`config.mk`:
```
export PLATFORM = sky130hd
export DESIGN_NAME = span_card_regs
export DESIGN_NICKNAME = d
export VERILOG_FILES = /design/src/rtl/span_card_pkg.sv /design/src/rtl/span_card_decode.sv /design/src/rtl/span_card_irq.sv /design/src/rtl/span_card_bank.sv /design/src/rtl/span_card_regs.sv
export SDC_FILE = /design/constraint.sdc
export NUM_CORES = 1
export LEC_CHECK = 0
export BUFFER_PORTS_ARGS = -buffer_cell sky130_fd_sc_hd__clkbuf_2
export CAP_MARGIN = 20
export CELL_PAD_IN_SITES_DETAIL_PLACEMENT = 2
export CELL_PAD_IN_SITES_GLOBAL_PLACEMENT = 2
export CORE_MARGIN = 1.5
export CORE_UTILIZATION = 28
export CTS_CLUSTER_DIAMETER = 120
export DETAILED_ROUTE_END_ITERATION = 10
export MAX_ROUTING_LAYER = met4
export PLACE_DENSITY_LB_ADDON = 0.12
export SKIP_LAST_GASP = 1
export SYNTH_ARGS = -nofsm -noshare
export SYNTH_HDL_FRONTEND = slang
export SYNTH_HIERARCHICAL = 1
export SYNTH_SLANG_ARGS = --single-unit
```
`constraint.sdc`:
```
create_clock -name clk -period 5.2 [get_ports clk]
set_clock_uncertainty 0.05 [all_clocks]
set_input_delay 0.78 -clock clk [delete_from_list [all_inputs] [get_ports clk]]
set_output_delay 0.78 -clock clk [all_outputs]
set_load 0.02 [all_outputs]
```
`src/rtl/span_card_pkg.sv`:
```
package span_card_pkg;
  // card register offsets relative to the end of the framer windows
  localparam int unsigned OFS_SYNC  = 0;
  localparam int unsigned OFS_CTL   = 1;
  localparam int unsigned OFS_LED   = 2;
  localparam int unsigned OFS_TEST2 = 3;

  // control register bit positions
  localparam int unsigned CB_IE    = 0;
  localparam int unsigned CB_TEST1 = 1;
  localparam int unsigned CB_FIE   = 2;
  localparam int unsigned CB_RLB   = 5;
  localparam int unsigned CB_LLB   = 6;
  localparam int unsigned CB_ACK   = 7;

  // status bit positions
  localparam int unsigned SB_IE   = 0;
  localparam int unsigned SB_PEND = 1;
  localparam int unsigned SB_FRM  = 2;

  typedef struct packed {
    logic wr_sync;
    logic wr_ctl;
    logic wr_led;
    logic wr_test2;
    logic rd_stat;
  } card_strb_t;
endpackage

```
`src/rtl/span_card_decode.sv`:
```
module span_card_decode
  import span_card_pkg::*;
#(
  parameter int ADDR_W    = 11,
  parameter int WIN_W     = 8,
  parameter int NUM_SPANS = 4
) (
  input  logic [ADDR_W-1:0]    addr,
  input  logic                 we,
  input  logic                 re,
  output card_strb_t           strb,
  output logic [NUM_SPANS-1:0] cs_d
);
  localparam int SEL_W = (NUM_SPANS > 1) ? $clog2(NUM_SPANS) : 1;
  localparam logic [ADDR_W-1:0] CARD_BASE = ADDR_W'(NUM_SPANS << WIN_W);

  logic in_framer;
  assign in_framer = (addr < CARD_BASE);

  always_comb begin
    strb          = '0;
    strb.wr_sync  = we && (addr == CARD_BASE + ADDR_W'(OFS_SYNC));
    strb.wr_ctl   = we && (addr == CARD_BASE + ADDR_W'(OFS_CTL));
    strb.wr_led   = we && (addr == CARD_BASE + ADDR_W'(OFS_LED));
    strb.wr_test2 = we && (addr == CARD_BASE + ADDR_W'(OFS_TEST2));
    strb.rd_stat  = re && (addr == CARD_BASE + ADDR_W'(OFS_SYNC));
  end

  for (genvar i = 0; i < NUM_SPANS; i++) begin : g_cs
    assign cs_d[i] = (we || re) && in_framer && (addr[WIN_W +: SEL_W] == SEL_W'(i));
  end
endmodule

```
`src/rtl/span_card_irq.sv`:
```
module span_card_irq (
  input  logic clk,
  input  logic rst,
  input  logic ie_q,
  input  logic ie_d,
  input  logic fie_q,
  input  logic frame_tick,
  input  logic framer_irq,
  input  logic ack,
  output logic flag_q,
  output logic frm_lvl_q,
  output logic card_irq
);
  logic rise, set_evt, flag_d;

  assign rise    = framer_irq && !frm_lvl_q;
  assign set_evt = (frame_tick && ie_q) || (rise && fie_q);
  // a fresh event beats a simultaneous acknowledge
  assign flag_d  = set_evt || (flag_q && !ack);

  always_ff @(posedge clk) begin
    if (rst) begin
      flag_q    <= 1'b0;
      frm_lvl_q <= 1'b0;
      card_irq  <= 1'b0;
    end else begin
      flag_q    <= flag_d;
      frm_lvl_q <= framer_irq;
      card_irq  <= flag_d && ie_d;
    end
  end


  set_wins_chk: assert property (@(posedge clk) disable iff (rst) set_evt |=> flag_q);

  ack_clears_chk: assert property (@(posedge clk) disable iff (rst) (ack && !set_evt) |=> !flag_q);

  irq_needs_flag_chk: assert property (@(posedge clk) disable iff (rst) card_irq |-> flag_q);
endmodule

```
`src/rtl/span_card_bank.sv`:
```
module span_card_bank
  import span_card_pkg::*;
#(
  parameter int DATA_W    = 8,
  parameter int NUM_SPANS = 4
) (
  input  logic                   clk,
  input  logic                   rst,
  input  card_strb_t             strb,
  input  logic [DATA_W-1:0]      wdata,
  input  logic                   flag_q,
  input  logic                   frm_lvl_q,
  output logic                   ie_q,
  output logic                   ie_d,
  output logic                   fie_q,
  output logic                   test1_o,
  output logic                   test2_o,
  output logic                   remote_lpbk,
  output logic                   local_lpbk,
  output logic [2*NUM_SPANS-1:0] led,
  output logic [$clog2(NUM_SPANS+1)-1:0] sync_src,
  output logic [DATA_W-1:0]      rdata
);
  localparam int SYNC_W = $clog2(NUM_SPANS + 1);
  localparam int LED_W  = 2 * NUM_SPANS;

  logic [SYNC_W-1:0] sync_req;
  logic [DATA_W-1:0] stat;

  assign sync_req = wdata[SYNC_W-1:0];
  assign ie_d     = strb.wr_ctl ? wdata[CB_IE] : ie_q;

  always_comb begin
    stat          = '0;
    stat[SB_IE]   = ie_q;
    stat[SB_PEND] = flag_q;
    stat[SB_FRM]  = frm_lvl_q;
  end

  always_ff @(posedge clk) begin
    if (rst) begin
      ie_q        <= 1'b0;
      fie_q       <= 1'b0;
      test1_o     <= 1'b0;
      test2_o     <= 1'b0;
      remote_lpbk <= 1'b0;
      local_lpbk  <= 1'b0;
      led         <= '0;
      sync_src    <= '0;
      rdata       <= '0;
    end else begin
      if (strb.wr_sync)
        sync_src <= (sync_req > SYNC_W'(NUM_SPANS)) ? '0 : sync_req;
      if (strb.wr_ctl) begin
        ie_q        <= wdata[CB_IE];
        test1_o     <= wdata[CB_TEST1];
        fie_q       <= wdata[CB_FIE];
        remote_lpbk <= wdata[CB_RLB];
        local_lpbk  <= wdata[CB_LLB];
      end
      if (strb.wr_led)
        led <= wdata[LED_W-1:0];
      if (strb.wr_test2)
        test2_o <= wdata[0];
      rdata <= strb.rd_stat ? stat : '0;
    end
  end


  sync_range_chk: assert property (@(posedge clk) disable iff (rst) sync_src <= SYNC_W'(NUM_SPANS));

  led_hold_chk: assert property (@(posedge clk) disable iff (rst) !strb.wr_led |=> $stable(led));
endmodule

```
`src/rtl/span_card_regs.sv`:
```
module span_card_regs
  import span_card_pkg::*;
#(
  parameter int ADDR_W    = 11,
  parameter int DATA_W    = 8,
  parameter int WIN_W     = 8,
  parameter int NUM_SPANS = 4
) (
  input  logic                 clk,
  input  logic                 rst,
  input  logic [ADDR_W-1:0]    bus_addr,
  input  logic [DATA_W-1:0]    bus_wdata,
  input  logic                 bus_we,
  input  logic                 bus_re,
  output logic [DATA_W-1:0]    bus_rdata,
  input  logic                 framer_irq,
  input  logic                 frame_tick,
  output logic [NUM_SPANS-1:0] framer_cs,
  output logic [$clog2(NUM_SPANS+1)-1:0] sync_src,
  output logic                 remote_lpbk,
  output logic                 local_lpbk,
  output logic                 test1_o,
  output logic                 test2_o,
  output logic [2*NUM_SPANS-1:0] led,
  output logic                 card_irq
);
  card_strb_t           strb;
  logic [NUM_SPANS-1:0] cs_d;
  logic ie_q, ie_d, fie_q, flag_q, frm_lvl_q;

  span_card_decode #(.ADDR_W(ADDR_W), .WIN_W(WIN_W), .NUM_SPANS(NUM_SPANS)) u_dec (
    .addr(bus_addr), .we(bus_we), .re(bus_re), .strb(strb), .cs_d(cs_d)
  );

  span_card_irq u_irq (
    .clk(clk), .rst(rst), .ie_q(ie_q), .ie_d(ie_d), .fie_q(fie_q),
    .frame_tick(frame_tick), .framer_irq(framer_irq),
    .ack(strb.wr_ctl && bus_wdata[CB_ACK]),
    .flag_q(flag_q), .frm_lvl_q(frm_lvl_q), .card_irq(card_irq)
  );

  span_card_bank #(.DATA_W(DATA_W), .NUM_SPANS(NUM_SPANS)) u_bank (
    .clk(clk), .rst(rst), .strb(strb), .wdata(bus_wdata),
    .flag_q(flag_q), .frm_lvl_q(frm_lvl_q),
    .ie_q(ie_q), .ie_d(ie_d), .fie_q(fie_q),
    .test1_o(test1_o), .test2_o(test2_o),
    .remote_lpbk(remote_lpbk), .local_lpbk(local_lpbk),
    .led(led), .sync_src(sync_src), .rdata(bus_rdata)
  );

  always_ff @(posedge clk) begin
    if (rst) framer_cs <= '0;
    else     framer_cs <= cs_d;
  end


  cs_onehot_chk: assert property (@(posedge clk) disable iff (rst) $onehot0(framer_cs));
endmodule

```
# --- Yosys cells after proc, flatten, opt, wreduce, memory -nomap -nowiden ---
# Index checks and enable logic that the tools add are counted.
totals:
  regBits: 32
  output_inout_bits: 28
  in_bits: 25
  wordCells: 49
classes:
  n_reduce_logical: 23
  bitwise: 1
  n_eq_ne: 7
  muxes: 2
  order_cmp: 2
ops:
  columns: ["cell", "count"]
  rows:
  - ["11-bit == test, second input constant", 4]
  - ["1-bit logical AND", 16]
  - ["11-bit less-than comparator, second input constant", 1]
  - ["2-bit == test, second input constant", 2]
  - ["3-bit greater-than comparator, second input constant", 1]
  - ["1-bit logical OR", 3]
  - ["3-bit 2-to-1 mux", 1]
  - ["2-bit by 1-bit == test with 1-bit output, second input constant", 1]
  - ["1-bit logical NOT", 2]
  - ["2-bit logical NOT", 1]
  - ["2-bit OR reduction", 1]
  - ["1-bit 2-to-1 mux", 1]
  - ["1-bit inverter", 1]

# --- Longest topological paths before layout ---
# Gate-level depths: netlist of the first run.
depth:
  depth_word: 7
  mapped_depth: 6

# --- Modules after synthesis ---
# Netlist of the first run, hierarchy kept.
modules_own_cells:
  columns: ["mod", "instances", "cells_per_inst", "area_per_inst_um2", "seq_area_each_um2"]
  rows:
  - ["span_card_bank", 1, 71, 763.2, 400.4]
  - ["span_card_decode", 1, 18, 141.4, 0.0]
  - ["span_card_regs", 1, 9, 111.4, 80.1]
  - ["span_card_irq", 1, 10, 102.6, 60.1]

# --- Worst setup path before layout of the first run ---
# OpenSTA, ideal clock, no wires.
synth_path:
  path_type: "in2reg"
  from: "input port bus_addr[1]"
  to: "register u_bank.ie_q"
  arrival_time_ns: 2.134
  setup_time_ns: 0.116
  setup_slack_ns: 2.900
  n_path_buf: 1
  stages: 5
  cell_sequence: "or4b_1 -> nor3_2 -> buf_6 -> mux2_4 -> nor2b_4"
synth_lines:
  columns: ["element", "line_no", "text"]
  rows:
  - ["start: declaration", "span_card_regs.sv:11", "input logic [ADDR_W-1:0] bus_addr,"]
  - ["end signal: assignment", "span_card_bank.sv:55", "ie_q <= wdata[CB_IE];"]
  - ["end: declaration", "span_card_bank.sv:13", "output logic ie_q,"]

==> results of run 1 <==
[sequential cells by signal (all words and copies together) (netlist names)]
name / cells
framer_cs: 4
u_bank/fie_q: 1
u_bank/ie_q: 1
u_bank/led: 8
u_bank/local_lpbk: 1
u_bank/rdata: 3
u_bank/remote_lpbk: 1
u_bank/sync_src: 3
u_bank/test1_o: 1
u_bank/test2_o: 1
u_irq/card_irq: 1
u_irq/flag_q: 1
u_irq/frm_lvl_q: 1
[through the flow]
stage               total power, mW  std cells
floorplan                     0.228        112
global placement              0.239        198
detailed placement            0.240        198
CTS                           0.360        202
global route                  0.370        202
finish                        0.353        202
[tightest hold or removal path: stages (launching register included)]
cell and delay (ns):
sky130_fd_sc_hd__dfxtp_1 0.32, sky130_fd_sc_hd__nand2b_1 0.07, sky130_fd_sc_hd__a21oi_1 0.05
[cells in the final DEF (no fill, tap or decap), types with 4 or more instances in the layout]
cell type,Yosys,layout
sky130_fd_sc_hd__and2_1,4,4
sky130_fd_sc_hd__clkbuf_2,0,47
sky130_fd_sc_hd__conb_1,1,5
sky130_fd_sc_hd__dfxtp_1,27,27
sky130_fd_sc_hd__mux2i_1,13,13
sky130_fd_sc_hd__nand2b_1,4,4
sky130_fd_sc_hd__nor2_1,13,13
sky130_fd_sc_hd__nor2b_1,6,6
sky130_fd_sc_hd__nor3_1,6,6
[path summary, 6_finish.rpt]
path	end	startpoint	slack (ns)
setup / recovery	u_bank/led[1]	bus_addr[9]	2.73
hold / removal	u_bank/sync_src[0]	u_bank/sync_src[0]	0.43
setup reg to reg	u_irq/card_irq	u_irq/frm_lvl_q	4.27
hold reg to reg	u_bank/sync_src[0]	u_bank/sync_src[0]	0.43
[synth_stat cells]
cell type / number / area (sq um)
sky130_fd_sc_hd__or4b_1: 3 / 30.0
sky130_fd_sc_hd__inv_1: 3 / 11.3
sky130_fd_sc_hd__or4bb_1: 1 / 11.3
sky130_fd_sc_hd__a21oi_1: 3 / 15.0
sky130_fd_sc_hd__o21bai_1: 1 / 7.51
sky130_fd_sc_hd__nand4bb_1: 1 / 11.3
sky130_fd_sc_hd__nor2_1: 13 / 48.8
sky130_fd_sc_hd__nand3b_1: 3 / 22.5
sky130_fd_sc_hd__nor2b_4: 1 / 13.8
sky130_fd_sc_hd__buf_2: 2 / 10.0
sky130_fd_sc_hd__nor3_1: 6 / 30.0
sky130_fd_sc_hd__nand2_1: 1 / 3.75
sky130_fd_sc_hd__dfxtp_1: 27 / 541
sky130_fd_sc_hd__nor3_2: 3 / 30.0
sky130_fd_sc_hd__or4_4: 1 / 11.3
sky130_fd_sc_hd__and2_1: 4 / 25.0
sky130_fd_sc_hd__or4b_4: 1 / 13.8
sky130_fd_sc_hd__mux2_4: 1 / 15.0
sky130_fd_sc_hd__buf_4: 6 / 45.0
sky130_fd_sc_hd__mux2i_1: 13 / 130
sky130_fd_sc_hd__a311oi_1: 1 / 8.76
sky130_fd_sc_hd__a31oi_1: 1 / 6.26
sky130_fd_sc_hd__nor2b_1: 6 / 37.5
sky130_fd_sc_hd__nand2b_1: 4 / 25.0
sky130_fd_sc_hd__conb_1: 1 / 3.75
sky130_fd_sc_hd__buf_6: 1 / 11.3
[power breakdown]
part,total (mW),internal (mW),switching [mW]
logic,0.0266,0.0106,0.0160
clock network,0.118,0.0537,0.0647
registers,0.208,0.208,0.000358
total,0.353,0.272,0.0811
[layout make-up]
class | instances | area (sq um) | area share, %
Multi-Input combinational cell | 73 | 515 | 36.6
Sequential cell | 27 | 541 | 38.4
Inverter | 3 | 11.3 | 0.799
Timing Repair Buffer | 47 | 235 | 16.7
Clock buffer | 3 | 41.3 | 2.93
Tap cell | 48 | 60.1 | 4.26
Clock inverter | 1 | 5.00 | 0.355
[routing by layer]
metal,GRT usage [%],wire [um]
met1,14.8,1160
met2,26.0,1380
met3,4.09,134
met4,3.83,14
met5,-,0
[cells by family after synthesis]
kind of cell | count (synthesis)
compound gates | 6
flops | 27
other cells | 1
mux | 14
buf+inv | 12
simple gates | 48
==> metrics, run 1 <==
run status=complete, no violations; post-detailed-placement cell area=1360 sq um; TritonCTS clock tree=done; initial antenna violation count=0; # H-tree levels=1; standard cell core area=3740 sq um; Critical Path, Cell by Cell=clkbuf_2 -> or4b_4 -> nor3_2 -> mux2i_1 -> nor2_1; fin. max-slew vios=0; flip-flop and latch count after synthesis=27; Crit Path Max Fanout=8; area share of fa/ha/maj cells after synthesis=0%; number of nets in the final layout=180; Max transition margin=40.5%; Detail Placement HPWL=2080 um; category of the worst setup path capture point=flip-flop; area of the mapped netlist=1120 sq um; Cells after Synth=108; die width=66.2 um; combined buffer and inverter count along the critical path=1; count of boundary I/O pins=53; Hold Vio Cnt, Final=0; type of origin of the critical path=input port; port bufs=47; worst endpoint data arrival time=2.58 ns; Worst IR Drop VDD=0.139 mV; overflow left after global routing=0; critical path's slowest cell=sky130_fd_sc_hd__nor3_2; final worst path period need=2.47 ns; number of antenna repair diodes=0; antenna violation net count after detailed routing=0; slew at the pin closest to its max-slew limit=0.888 ns; clock tree root buffer cell=sky130_fd_sc_hd__clkbuf_8; unrepaired setup endpoints after global routing=false; XOR/XNOR share of the synthesized area=0%; share of the core filled with cells=37.6%; later-pin clock latency in the skew report=0.27 ns; first-pass GRT wire length=4570 um; final WL=2690 um; mux contribution to synthesized area=13.0%; number of cells on the critical path=5; overall fraction of global-route tracks in use=14.2%; finished layout cell area=1410 sq um; Leak Pwr=0.584 nW; main combinational cell family by area after synthesis=simple AND/OR/NAND/NOR gates; max-capacitance violation count=0; min setup slack post-route=2.73 ns; wire length per cell=13.3 um; area of the die=4380 sq um; TNS Setup=0 ns; growth of design area from synthesis to finish=26.0%; DRC errors left=0; final hold slack=0.429 ns; count of instances resized after the clock tree is built=0; setup repair bufs after CTS=0; clock tree sinks=27; number of placement rows=22; family with the most delay on the worst path=simple AND/OR/NAND/NOR gates; Layout fillers=447; share of cells above drive strength 1=37.7%; hold-fix buffers at CTS=0; Syn. warnings=6; number of optimization iterations in the first detailed-route pass=3; pre-CTS setup slack=2.42 ns; number of distinct library cells after synthesis=26; slowest stage delay, CP=0.73 ns; worst hold path stage count=2; achievable frequency=0.405 GHz; number of cells on the worst reg-to-reg path=2; maximum root-to-sink buffer count=2; DR vias=915; Worst Path Class, Setup=input port to flip-flop; hold crit path type=flip-flop to flip-flop; clk slew on worst S/H paths=0.10 ns; average vias per placed instance=4.53; sequential-to-total area share from yosys stat=48.3%; violation count after the first detailed-routing iteration=41; data required time at the worst endpoint=5.31 ns; area share of and/or/nand/nor cells after synthesis=28.1%; largest net degree at the start of global routing=26; via count of the first global-routing pass=1015; total power per unit cell area=251 nW/um^2; share of the clock period used by the worst path=47.5%; RePlAce Congestion=0.753; post-synthesis average cell area=10.4 sq um; die extent in y=66.2 um; Starting Density=29.9%; synthesized-area fraction occupied by ao, oa, aoi and oai cells=3.36%; number of endpoints failing setup at the final stage=0; clock buffers created by TritonCTS=3
Note: power is estimated with default switching activity, not from simulation.
==> run 2: changes to the inputs <==
--- a/config.mk
+++ b/config.mk
@@ -5,12 +5,13 @@
 export SDC_FILE = /design/constraint.sdc
 export NUM_CORES = 1
 export LEC_CHECK = 0
+export ABC_AREA = 1
 export BUFFER_PORTS_ARGS = -buffer_cell sky130_fd_sc_hd__clkbuf_2
 export CAP_MARGIN = 20
 export CELL_PAD_IN_SITES_DETAIL_PLACEMENT = 2
 export CELL_PAD_IN_SITES_GLOBAL_PLACEMENT = 2
 export CORE_MARGIN = 1.5
-export CORE_UTILIZATION = 28
+export CORE_UTILIZATION = 23
 export CTS_CLUSTER_DIAMETER = 120
 export DETAILED_ROUTE_END_ITERATION = 10
 export MAX_ROUTING_LAYER = met4
==> constraint.sdc (replaced) <==
create_clock -name clk -period 2.49 [get_ports clk]
set_clock_uncertainty 0.05 [all_clocks]
set_input_delay 0.3735 -clock clk [delete_from_list [all_inputs] [get_ports clk]]
set_output_delay 0.3735 -clock clk [all_outputs]
set_load 0.02 [all_outputs]
==> metrics, run 2 <==
Worst IR Drop VDD=0.206 mV (was 0.139 mV); die extent in y=72.0 um (was 66.2 um); flip-flop and latch count after synthesis=27 (unchanged); number of nets in the final layout=220 (was 180); Syn. warnings=6 (unchanged); data required time at the worst endpoint=2.61 ns (was 5.31 ns); Critical Path, Cell by Cell=clkbuf_2 -> nor2_1 -> nand2_1 -> nor2_2 -> nand2_2 -> nor2_1 -> nand2_1 -> inv_1 -> inv_1 -> nand2_1 -> nand3_2 -> nand2_2 -> nor2_2 (was clkbuf_2 -> or4b_4 -> nor3_2 -> mux2i_1 -> nor2_1); register bank with the most flops=u_bank/led (unchanged); type of origin of the critical path=input port (unchanged); slowest stage delay, CP=0.36 ns (was 0.73 ns); achievable frequency=0.622 GHz; Layout fillers=564 (was 447); EDFF count, synth=0 (unchanged); via count of the first global-routing pass=1123 (was 1015); share of the core filled with cells=31.2% (was 37.6%); count of instances resized after the clock tree is built=0 (unchanged); wire length per cell=12.4 um (was 13.3 um); later-pin clock latency in the skew report=0.27 ns (about the same); unrepaired setup endpoints after global routing=false (unchanged); most frequent cell after synthesis=sky130_fd_sc_hd__nor2_1 (was sky130_fd_sc_hd__dfxtp_1); hold crit path type=input port to flip-flop (was flip-flop to flip-flop); Cells after Synth=146 (was 108); post-synthesis average cell area=7.49 sq um (was 10.4 sq um); largest net degree at the start of global routing=18 (was 26); final worst path period need=1.61 ns; number of distinct library cells after synthesis=20 (was 26); Leak Pwr=0.695 nW (was 0.584 nW); # H-tree levels=1 (unchanged); most common cell after layout, fill and taps aside=sky130_fd_sc_hd__clkbuf_2 (unchanged); antenna violation net count after detailed routing=0 (unchanged); overall fraction of global-route tracks in use=12.9% (was 14.2%); port bufs=47 (unchanged); largest registers=u_bank/led: 8 flops, framer_cs: 4 flops (unchanged); critical path's slowest cell=sky130_fd_sc_hd__nor2_1 (was sky130_fd_sc_hd__nor3_2); clk slew on worst S/H paths=0.09 ns (was 0.10 ns); DRC errors left=0 (unchanged); power consumption=742 uW (was 353 uW); sequential-to-total area share from yosys stat=49.4% (was 48.3%); number of placement rows=24 (was 22); setup repair bufs after CTS=0 (unchanged); TritonCTS clock tree=done (unchanged); standard cell core area=4470 sq um (was 3740 sq um); initial antenna violation count=0 (unchanged); clock tree sinks=27 (unchanged); share of cells above drive strength 1=30.4% (was 37.7%); clock buffers created by TritonCTS=3 (unchanged); Hold Vio Cnt, Final=0 (unchanged); fin. max-slew vios=0 (unchanged); Crit Path Max Fanout=8 (unchanged); run status=complete, no violations (unchanged); number of flip-flops in the largest register=8 (unchanged); die width=72.0 um (was 66.2 um); count of boundary I/O pins=53 (unchanged); TNS Setup=0 ns (unchanged); largest area contributor in the netlist=sky130_fd_sc_hd__dfxtp_1 (unchanged); Worst Path Class, Setup=input port to flip-flop (unchanged); worst endpoint data arrival time=1.72 ns (was 2.58 ns); RePlAce Congestion=0.730 (was 0.753); most common flop cell mapped by yosys=sky130_fd_sc_hd__dfxtp_1 (unchanged); area of the mapped netlist=1090 sq um (was 1120 sq um); Reg2Reg Launch Point=u_bank/ie_q (was u_irq/frm_lvl_q); DR vias=1083 (was 915); total power per unit cell area=531 nW/um^2 (was 251 nW/um^2); number of endpoints failing setup at the final stage=0 (unchanged); area of the die=5180 sq um (was 4380 sq um); growth of design area from synthesis to finish=27.8% (was 26.0%); maximum root-to-sink buffer count=2 (unchanged); number of optimization iterations in the first detailed-route pass=2 (was 3); Starting Density=24.4% (was 29.9%); first-pass GRT wire length=5060 um (was 4570 um); category of the worst setup path capture point=flip-flop (unchanged); worst min-delay path startpoint=bus_wdata[4] (was u_bank/sync_src[0]); most frequent cells in the layout=sky130_fd_sc_hd__clkbuf_2 (47), sky130_fd_sc_hd__nor2_1 (35), sky130_fd_sc_hd__dfxtp_1 (27) (was sky130_fd_sc_hd__clkbuf_2 (47), sky130_fd_sc_hd__dfxtp_1 (27), sky130_fd_sc_hd__mux2i_1 (13), sky130_fd_sc_hd__nor2_1 (13)); Most Frequent Cell on Critical Path=sky130_fd_sc_hd__nand2_1; Detail Placement HPWL=2470 um (was 2080 um); number of antenna repair diodes=0 (unchanged); clock tree root buffer cell=sky130_fd_sc_hd__clkbuf_8 (unchanged); max-capacitance violation count=0 (unchanged); average vias per placed instance=4.40 (was 4.53); Post-synth ARST share=0% (unchanged); share of the synthesized area in the top cell type=49.4% (was 48.3%); hold-fix buffers at CTS=0 (unchanged); overflow left after global routing=0 (unchanged); final WL=3050 um (was 2690 um); top post-synthesis cells by area=sky130_fd_sc_hd__dfxtp_1 (49%), sky130_fd_sc_hd__nor2_1 (12%), sky130_fd_sc_hd__inv_1 (6.5%), sky130_fd_sc_hd__nand2_1 (5.1%), sky130_fd_sc_hd__o21ai_1 (5.0%) (was sky130_fd_sc_hd__dfxtp_1 (48%), sky130_fd_sc_hd__mux2i_1 (12%), sky130_fd_sc_hd__nor2_1 (4.4%), sky130_fd_sc_hd__buf_4 (4.0%), sky130_fd_sc_hd__nor2b_1 (3.4%)); ranking of synthesized cells by instance count=sky130_fd_sc_hd__nor2_1 (35), sky130_fd_sc_hd__dfxtp_1 (27), sky130_fd_sc_hd__inv_1 (19), sky130_fd_sc_hd__nand2_1 (15), sky130_fd_sc_hd__o21ai_1 (11) (was sky130_fd_sc_hd__dfxtp_1 (27), sky130_fd_sc_hd__mux2i_1 (13), sky130_fd_sc_hd__nor2_1 (13)); share of the clock period used by the worst path=64.5%; Critical path origin=bus_addr[9] (unchanged); violation count after the first detailed-routing iteration=57 (was 41)
==> run 2: changes by cell type in the layout (fill, tap and decap cells not counted), sizes merged, moves of 5 or more <==
| cell | previous run | this run |
|---|---|---|
| nor2 | 13 | 37 |
| inv | 3 | 20 |
| nand2 | 1 | 18 |
| o21ai | 0 | 16 |
| mux2i | 13 | 0 |
| nor2b | 7 | 0 |
| a21oi | 3 | 8 |
==> run 2: final cells by class <==
cell class | count | area, sq um | share of cell area, %
inverter | 20 | 75.1 | 5.37
tap | 52 | 65.1 | 4.66
sequential | 27 | 541 | 38.7
clock buffer | 4 | 45.0 | 3.22
timing repair buffer | 47 | 235 | 16.8
multi-input combinational | 96 | 437 | 31.2
==> run 2: metal layers <==
metal,GRT usage [%],wire [um],vias up
met5,-,0,-
li1,-,-,542
met1,15.5,1320,500
met4,6.29,55,0
met2,21.3,1520,36
met3,1.81,157,5
==> run 2: where the power goes <==
part / total [mW] / internal [mW] / switching [mW]
combinational: 0.0596 / 0.0211 / 0.0385
sequential: 0.435 / 0.434 / 0.000788
clock: 0.248 / 0.115 / 0.133
==> run 2: worst paths after layout <==
path | to | cells past startpoint | slack, ns
max | u_irq/card_irq | 13 | 0.88
min | u_bank/led[4] | 3 | 0.28
max reg2reg | u_irq/flag_q | 2 | 1.68
min reg2reg | u_bank/rdata[2] | 2 | 0.38
==> run 2: worst max-delay path, delay by kind of cell <==
kind                   cells  cell delay, ns
AND/OR/NAND/NOR           10            1.15
buffers and inverters      3            0.19
==> run 2: metrics by stage <==
step | cell area, sq um | cells | worst slack [ns] | hold WS (ns)
floorplan | 1110 | 150 | 0.929 | 0.358
global placement | 1350 | 242 | 0.660 | 0.373
detailed placement | 1350 | 242 | 0.551 | 0.375
CTS | 1400 | 246 | 0.851 | 0.274
global route | 1400 | 246 | 0.516 | 0.275
finish | 1400 | 246 | 0.883 | 0.280
==> run 2: logic make-up (layout without fill, tap and decap cells) <==
group,count (synthesis),count (layout),synth area share (%)
other,1,5,0.343
AOI/OAI and AO/OA,26,26,12.2
buffers and inverters,27,71,12.0
and+or+nand+nor,65,65,26.0
DFF,27,27,49.4
